## src/rtl/idata_pkg.sv

```systemverilog
package idata_pkg;

    localparam int AW      = 8;
    localparam int DW      = 8;
    localparam int HALF_SZ = 1 << (AW - 1);
    localparam int IDX_W   = AW - 1;
    localparam int POS_W   = $clog2(DW);

    typedef enum logic [1:0] {
        AM_DIRECT   = 2'b00,
        AM_INDIRECT = 2'b01,
        AM_BIT      = 2'b10,
        AM_REG      = 2'b11
    } amode_e;

    typedef enum logic [1:0] {
        TGT_LOW  = 2'd0,
        TGT_HIGH = 2'd1,
        TGT_SFR  = 2'd2
    } tgt_e;

    typedef struct packed {
        tgt_e             tgt;
        logic [IDX_W-1:0] idx;
        logic [AW-1:0]    sfr_addr;
        logic             is_bit;
        logic [POS_W-1:0] pos;
    } route_t;

    function automatic logic [DW-1:0] merge_bit(input logic [DW-1:0] b,
                                                 input logic [POS_W-1:0] p,
                                                 input logic v);
        logic [DW-1:0] r;
        r    = b;
        r[p] = v;
        return r;
    endfunction

endpackage

```

## src/rtl/idata_route.sv

```systemverilog
module idata_route
    import idata_pkg::*;
#(
    parameter int NUM_BANKS     = 4,
    parameter int REGS_PER_BANK = 8,
    parameter int BIT_BASE      = 32
) (
    input  logic [1:0]                     mode,
    input  logic [AW-1:0]                  addr,
    input  logic [$clog2(NUM_BANKS)-1:0]   bank_sel,
    output route_t                         route
);
    localparam int RW = $clog2(REGS_PER_BANK);
    localparam int BW = $clog2(NUM_BANKS);
    localparam logic [IDX_W-1:0] BASE = IDX_W'(BIT_BASE);

    amode_e am;
    assign am = amode_e'(mode);

    always_comb begin
        route          = '0;
        route.tgt      = TGT_LOW;
        route.idx      = addr[IDX_W-1:0];
        route.sfr_addr = addr;
        route.pos      = addr[POS_W-1:0];
        unique case (am)
            AM_DIRECT: begin
                route.tgt = addr[AW-1] ? TGT_SFR : TGT_LOW;
            end
            AM_INDIRECT: begin
                route.tgt = addr[AW-1] ? TGT_HIGH : TGT_LOW;
            end
            AM_BIT: begin
                route.is_bit = 1'b1;
                if (addr[AW-1]) begin
                    route.tgt      = TGT_SFR;
                    route.sfr_addr = {addr[AW-1:POS_W], {POS_W{1'b0}}};
                end else begin
                    route.tgt = TGT_LOW;
                    route.idx = BASE + IDX_W'(addr[AW-2:POS_W]);
                end
            end
            AM_REG: begin
                route.tgt = TGT_LOW;
                route.idx = '0;
                route.idx[BW+RW-1:0] = {bank_sel, addr[RW-1:0]};
            end
            default: ;
        endcase
    end

endmodule

```

## src/rtl/idata_store.sv

```systemverilog
module idata_store
    import idata_pkg::*;
(
    input  logic             clk,
    input  logic             we,
    input  logic             sel_hi,
    input  logic [IDX_W-1:0] idx,
    input  logic [DW-1:0]    wbyte,
    output logic [DW-1:0]    rbyte
);
    localparam int NHALF = 2;

    logic [DW-1:0] rd [NHALF];

    for (genvar h = 0; h < NHALF; h++) begin : g_half
        logic [DW-1:0] mem [HALF_SZ];
        always_ff @(posedge clk) begin
            if (we && (sel_hi == 1'(h)))
                mem[idx] <= wbyte;
        end
        assign rd[h] = mem[idx];
    end

    assign rbyte = rd[sel_hi];

endmodule

```

## src/rtl/idata_bitops.sv

```systemverilog
module idata_bitops
    import idata_pkg::*;
(
    input  route_t        route,
    input  logic [DW-1:0] wdata,
    input  logic [DW-1:0] cur,
    output logic [DW-1:0] wbyte,
    output logic [DW-1:0] rfmt
);
    always_comb begin
        if (route.is_bit) begin
            wbyte = merge_bit(cur, route.pos, wdata[0]);
            rfmt  = DW'(cur[route.pos]);
        end else begin
            wbyte = wdata;
            rfmt  = cur;
        end
    end

endmodule

```

## src/rtl/idata_mem.sv

```systemverilog
module idata_mem
    import idata_pkg::*;
#(
    parameter int NUM_BANKS     = 4,
    parameter int REGS_PER_BANK = 8,
    parameter int BIT_BASE      = 32,
    parameter int BANK_W        = $clog2(NUM_BANKS)
) (
    input  logic              clk,
    input  logic              rst,
    input  logic              req,
    input  logic              wr,
    input  logic [1:0]        mode,
    input  logic [AW-1:0]     addr,
    input  logic [BANK_W-1:0] bank_sel,
    input  logic [DW-1:0]     wdata,
    output logic [DW-1:0]     rdata,
    output logic              rvalid,
    output logic              sfr_req,
    output logic              sfr_wr,
    output logic [AW-1:0]     sfr_addr,
    output logic [DW-1:0]     sfr_wdata,
    input  logic [DW-1:0]     sfr_rdata
);
    route_t        route;
    logic          is_sfr;
    logic          ram_we;
    logic [DW-1:0] ram_rbyte;
    logic [DW-1:0] cur;
    logic [DW-1:0] wbyte;
    logic [DW-1:0] rfmt;
    logic          rd_req;

    idata_route #(
        .NUM_BANKS    (NUM_BANKS),
        .REGS_PER_BANK(REGS_PER_BANK),
        .BIT_BASE     (BIT_BASE)
    ) u_route (
        .mode    (mode),
        .addr    (addr),
        .bank_sel(bank_sel),
        .route   (route)
    );

    assign is_sfr = (route.tgt == TGT_SFR);
    assign ram_we = req && wr && !is_sfr;
    assign cur    = is_sfr ? sfr_rdata : ram_rbyte;
    assign rd_req = req && !wr;

    idata_store u_store (
        .clk   (clk),
        .we    (ram_we),
        .sel_hi(route.tgt == TGT_HIGH),
        .idx   (route.idx),
        .wbyte (wbyte),
        .rbyte (ram_rbyte)
    );

    idata_bitops u_bits (
        .route(route),
        .wdata(wdata),
        .cur  (cur),
        .wbyte(wbyte),
        .rfmt (rfmt)
    );

    assign sfr_req   = req && is_sfr;
    assign sfr_wr    = sfr_req && wr;
    assign sfr_addr  = route.sfr_addr;
    assign sfr_wdata = wbyte;

    always_ff @(posedge clk) begin
        if (rst) begin
            rvalid <= 1'b0;
            rdata  <= '0;
        end else begin
            rvalid <= rd_req;
            if (rd_req)
                rdata <= rfmt;
        end
    end

endmodule

```

## config.mk

```make
export PLATFORM = sky130hd
export DESIGN_NAME = idata_mem
export DESIGN_NICKNAME = d
export VERILOG_FILES = /design/src/rtl/idata_pkg.sv /design/src/rtl/idata_route.sv /design/src/rtl/idata_store.sv /design/src/rtl/idata_bitops.sv /design/src/rtl/idata_mem.sv
export SDC_FILE = /design/constraint.sdc
export NUM_CORES = 2
export LEC_CHECK = 0
export BUFFER_PORTS_ARGS = -buffer_cell sky130_fd_sc_hd__buf_2
export CORE_MARGIN = 2
export CORE_UTILIZATION = 25
export DETAILED_ROUTE_END_ITERATION = 8
export PLACE_DENSITY = 0.41
export SYNTH_ARGS = -nofsm -noshare
export SYNTH_HDL_FRONTEND = slang
export SYNTH_SLANG_ARGS = --single-unit
```

## constraint.sdc

```tcl
create_clock -name clk -period 42.9 [get_ports clk]
set_input_delay 4.29 -clock clk [delete_from_list [all_inputs] [get_ports clk]]
set_output_delay 4.29 -clock clk [all_outputs]
set_load 0.01 [all_outputs]
```

==> Flow_metrics.wiki <==
{| class="wikitable"
! Metric !! Value
|-
| Type of the worst setup path || primary input to output pin
|-
| Vertical die dimension || 567.3 um
|-
| Overall power of the completed layout || 4563 uW
|-
| Detail Placement HPWL || 209.5 mm
|-
| Largest net degree at the start of global routing || 180
|-
| Worst R2R Path Depth || 12
|-
| Portion of netlist area occupied by mux cells || 3.296%
|-
| Post-DR vias/cell || 5.414
|-
| Final global-route overflow total || 0
|-
| Fraction of power spent switching nets || 25.36%
|-
| EDFF count, synth || 2048
|-
| Final Hold Violating Endpoints || 0
|-
| Share of synthesized area occupied by flip-flops and latches || 77.75%
|-
| Number of H-tree levels || 4
|-
| Horizontal die dimension || 567.3 um
|-
| Wire length reported by the detailed router || 345.5 mm
|-
| Area of the die || 321900 um^2
|-
| Reg clk slew, reported paths || 0.06 ns
|-
| Timing-limited maximum frequency || 0.06610 GHz
|-
| Setup violation total in the final timing report || 0
|-
| Total standard cell area after synthesis || 79330 um^2
|-
| Clock network latency to the later pin of the worst-skew pair || 0.91 ns
|-
| Final period demand of the worst path || 15.13 ns
|-
| Antenna-violating nets left || 0
|-
| Synthesis-to-layout area growth || 16.82%
|-
| Fraction of power consumed by combinational cells || 8.5%
|-
| Max Fanout on Critical Path || 44
|-
| Clock Skew || 0.08986 ns
|-
| Maxcap violations || 0
|-
| Tightest slew margin relative to the limit || 6.190%
|-
| Basic-gate share of the synthesized area counting and, or, nand and nor cells || 5.317%
|-
| Global-route wire length before repair || 459.7 mm
|-
| Number of synthesized register bits || 2057
|-
| Average wire length per cell after detail routing || 36.78 um
|-
| Yosys cell types || 69
|-
| Synth warnings || 0
|-
| Gr usage total || 20.87%
|-
| Via Count || 50850
|-
| Initial Utilization || 25.17%
|-
| I/O pin total || 59
|-
| Synth Area in XOR/XNOR || 0%
|-
| Post-CTS Hold Buffers || 0
|-
| Antenna violations before repair || 18
|-
| Maximum ir drop on the vdd rail || 0.04298 mV
|-
| Clock tree from TritonCTS || yes
|-
| Post-cts sizing count || 0
|-
| Hold Crit Depth || 2
|-
| Power Dens Cells || 49.23 nW/um^2
|-
| Sort of element at the start of the critical path || primary input
|-
| Number of rows created at floorplan || 206
|-
| CTS Sinks || 2057
|-
| Clk network pwr share || 42.1%
|-
| Actual slew at the worst max-slew pin || 1.407 ns
|-
| Complex-gate fraction of the synthesized area || 11.75%
|-
| Arrival @ worst endpoint || 10.84 ns
|-
| Post-synthesis adder-cell area fraction || 0%
|-
| Predominant post-synthesis flop cell || edfxtp_1
|-
| Status || completed
|-
| Total nets after synthesis || 4951
|-
| Buffer count from post-CTS setup fixing || 0
|-
| Cell at the root of the clock tree || clkbuf_16
|-
| Final net count || 5074
|-
| Gate Count Post-Synth || 4919
|-
| DRC errors left || 0
|-
| Core area || 315200 um^2
|-
| Async set-reset flop share out of synthesis || 0%
|-
| Required @ worst endpoint || 38.61 ns
|-
| Gp weighted congestion || 0.8996
|-
| Main combinational cell family by area after synthesis || compound AO/OA/AOI/OAI gates
|-
| Number of global-route vias before repair || 48690
|-
| Critical Path End Type || output pin
|-
| Count of buffers inserted at the top-level ports || 58
|-
| Kind of path behind the tightest hold check || flip-flop to flip-flop
|-
| DR iter-0 viols || 7414
|-
| Post-synthesis area per instance || 16.13 um^2
|-
| Unrepaired setup endpoints after global routing || false
|-
| Lkg Pwr || 0.02847 uW
|-
| CTS buffer count || 220
|-
| Fraction of layout cells with a size suffix above 1 || 13.00%
|-
| Cell-internal power || 3405 uW
|-
| Crit share post-route || 35.26%
|-
| Fin Setup TNS || 0 ns
|-
| Switching power summed over all nets || 1157 uW
|-
| Seq pwr share || 49.4%
|-
| Max-slew violations || 0
|-
| Number of buffers between clock root and the deepest sink || 3
|-
| DR pass1 iterations || 8
|}
cell families after synthesis:
| family | after synthesis |
|---|---|
| AO/OA/AOI/OAI | 1284 |
| buffers and inverters | 357 |
| flip-flops | 2057 |
| multiplexers | 255 |
| AND/OR/NAND/NOR | 966 |
registers in the layout, summed over array words and instances, names as in the netlist:
name and count:
u_store.g_half.mem 2048, rdata 8, rvalid 1
cells in the mapped netlist, drive strengths merged, types with 12 or more instances:
cell type,count,area (um^2)
o211ai,19,142.6
o22ai,109,681.9
nand4,39,244.0
a222oi,64,640.6
nor3,50,250.2
clkbuf,197,740.7
o31ai,12,90.09
nand3,55,275.3
a221o,12,120.1
nor2,332,1246
edfxtp,2048,61500
a221oi,191,1673
a31oi,42,262.8
a211oi,13,97.59
mux2i,226,2262
nand2,366,1374
buf,158,752.0
o21ai,114,570.6
a22o,63,551.8
nand2b,25,156.4
a21oi,195,975.9
nor2b,16,100.1
o221ai,27,242.7
o2111ai,16,140.1
mux2,28,330.3
a22oi,349,2620
nor4,31,193.9
layer usage:
metal  GRT usage (%)  vias up  part of all wire, %
li1                -    20300                    -
met1           28.11    27440                   42
met2           33.15     2608                   46
met3           4.217      502                  8.2
met4           7.641        4                  4.1
met5               0        -               0.0078
worst max-delay path, cell delays in order:
cell      delay (ns)
buf_2           0.19
or3b_4          0.66
buf_4           0.70
mux2i_4         0.35
buf_4           0.41
buf_4           0.51
a21oi_1         0.13
nor4_1          1.07
o221ai_1        0.44
nor4_1          0.91
buf_4           0.24
a211oi_1        0.06
mux2i_1         0.25
o21ai_4         0.20
buf_2           0.28
layout make-up:
class / instances / area [um^2]
Sequential cell: 2057 / 61680
Antenna cell: 8 / 20.02
Inverter: 2 / 7.507
Timing Repair Buffer: 256 / 1899
Tap cell: 4160 / 5205
Clock inverter: 143 / 1439
Multi-Input combinational cell: 2505 / 16690
Fill cell: 31190 / 222600
Clock buffer: 262 / 5733
per-stage QoR:
step | hold slack, ns | instance area [um^2] | setup slack, ns | cells | utilization, %
floorplan | 0.5224 | 79330 | 21.45 | 4919 | -
global placement | 0.7427 | 85470 | 27.77 | 8979 | 27.11
detailed placement | 0.7481 | 85480 | 27.81 | 8980 | 27.12
CTS | 0.7565 | 92650 | 27.79 | 9385 | 29.39
global route | 0.7471 | 92660 | 27.66 | 9386 | 29.39
finish | 0.7380 | 92680 | 27.77 | 9393 | 29.40
final timing paths:
check / slack [ns] / end / startpoint
worst max register to register: 36.95 / u_store.g_half[0].mem[27][2]$_DFFE_PP_ / u_store.g_half[0].mem[80][2]$_DFFE_PP_
worst max-delay path: 27.77 / sfr_wdata[2] / mode[1]
worst min register to register: 0.74 / rdata[7]$_SDFFE_PP0P_ / rdata[7]$_SDFFE_PP0P_
worst min-delay path: 0.74 / rdata[7]$_SDFFE_PP0P_ / rdata[7]$_SDFFE_PP0P_
power by group through the flow:
stage / combinational [uW] / clock [uW] / sequential, uW
after floorplan: 161 / 0 / 2330
after detailed placement: 383 / 0 / 2290
after global placement: 382 / 0 / 2290
final: 389 / 1920 / 2250
after global routing: 396 / 2020 / 2250
after CTS: 384 / 1940 / 2250
cells in the final DEF (no fill, tap or decap), drive strengths merged, types with 19 or more instances in the layout:
| cell | instances |
|---|---|
| o211ai | 19 |
| nor3 | 50 |
| a222oi | 64 |
| nor4 | 31 |
| o22ai | 109 |
| a21oi | 195 |
| clkbuf | 262 |
| nand2 | 366 |
| o21ai | 114 |
| nand3 | 55 |
| mux2i | 226 |
| a22o | 63 |
| buf | 256 |
| bufinv | 20 |
| mux2 | 28 |
| nor2 | 332 |
| a31oi | 42 |
| a221oi | 191 |
| o221ai | 27 |
| clkinv | 103 |
| nand4 | 39 |
| edfxtp | 2048 |
| a22oi | 349 |
| nand2b | 25 |
(Power assumes the default switching activity.)
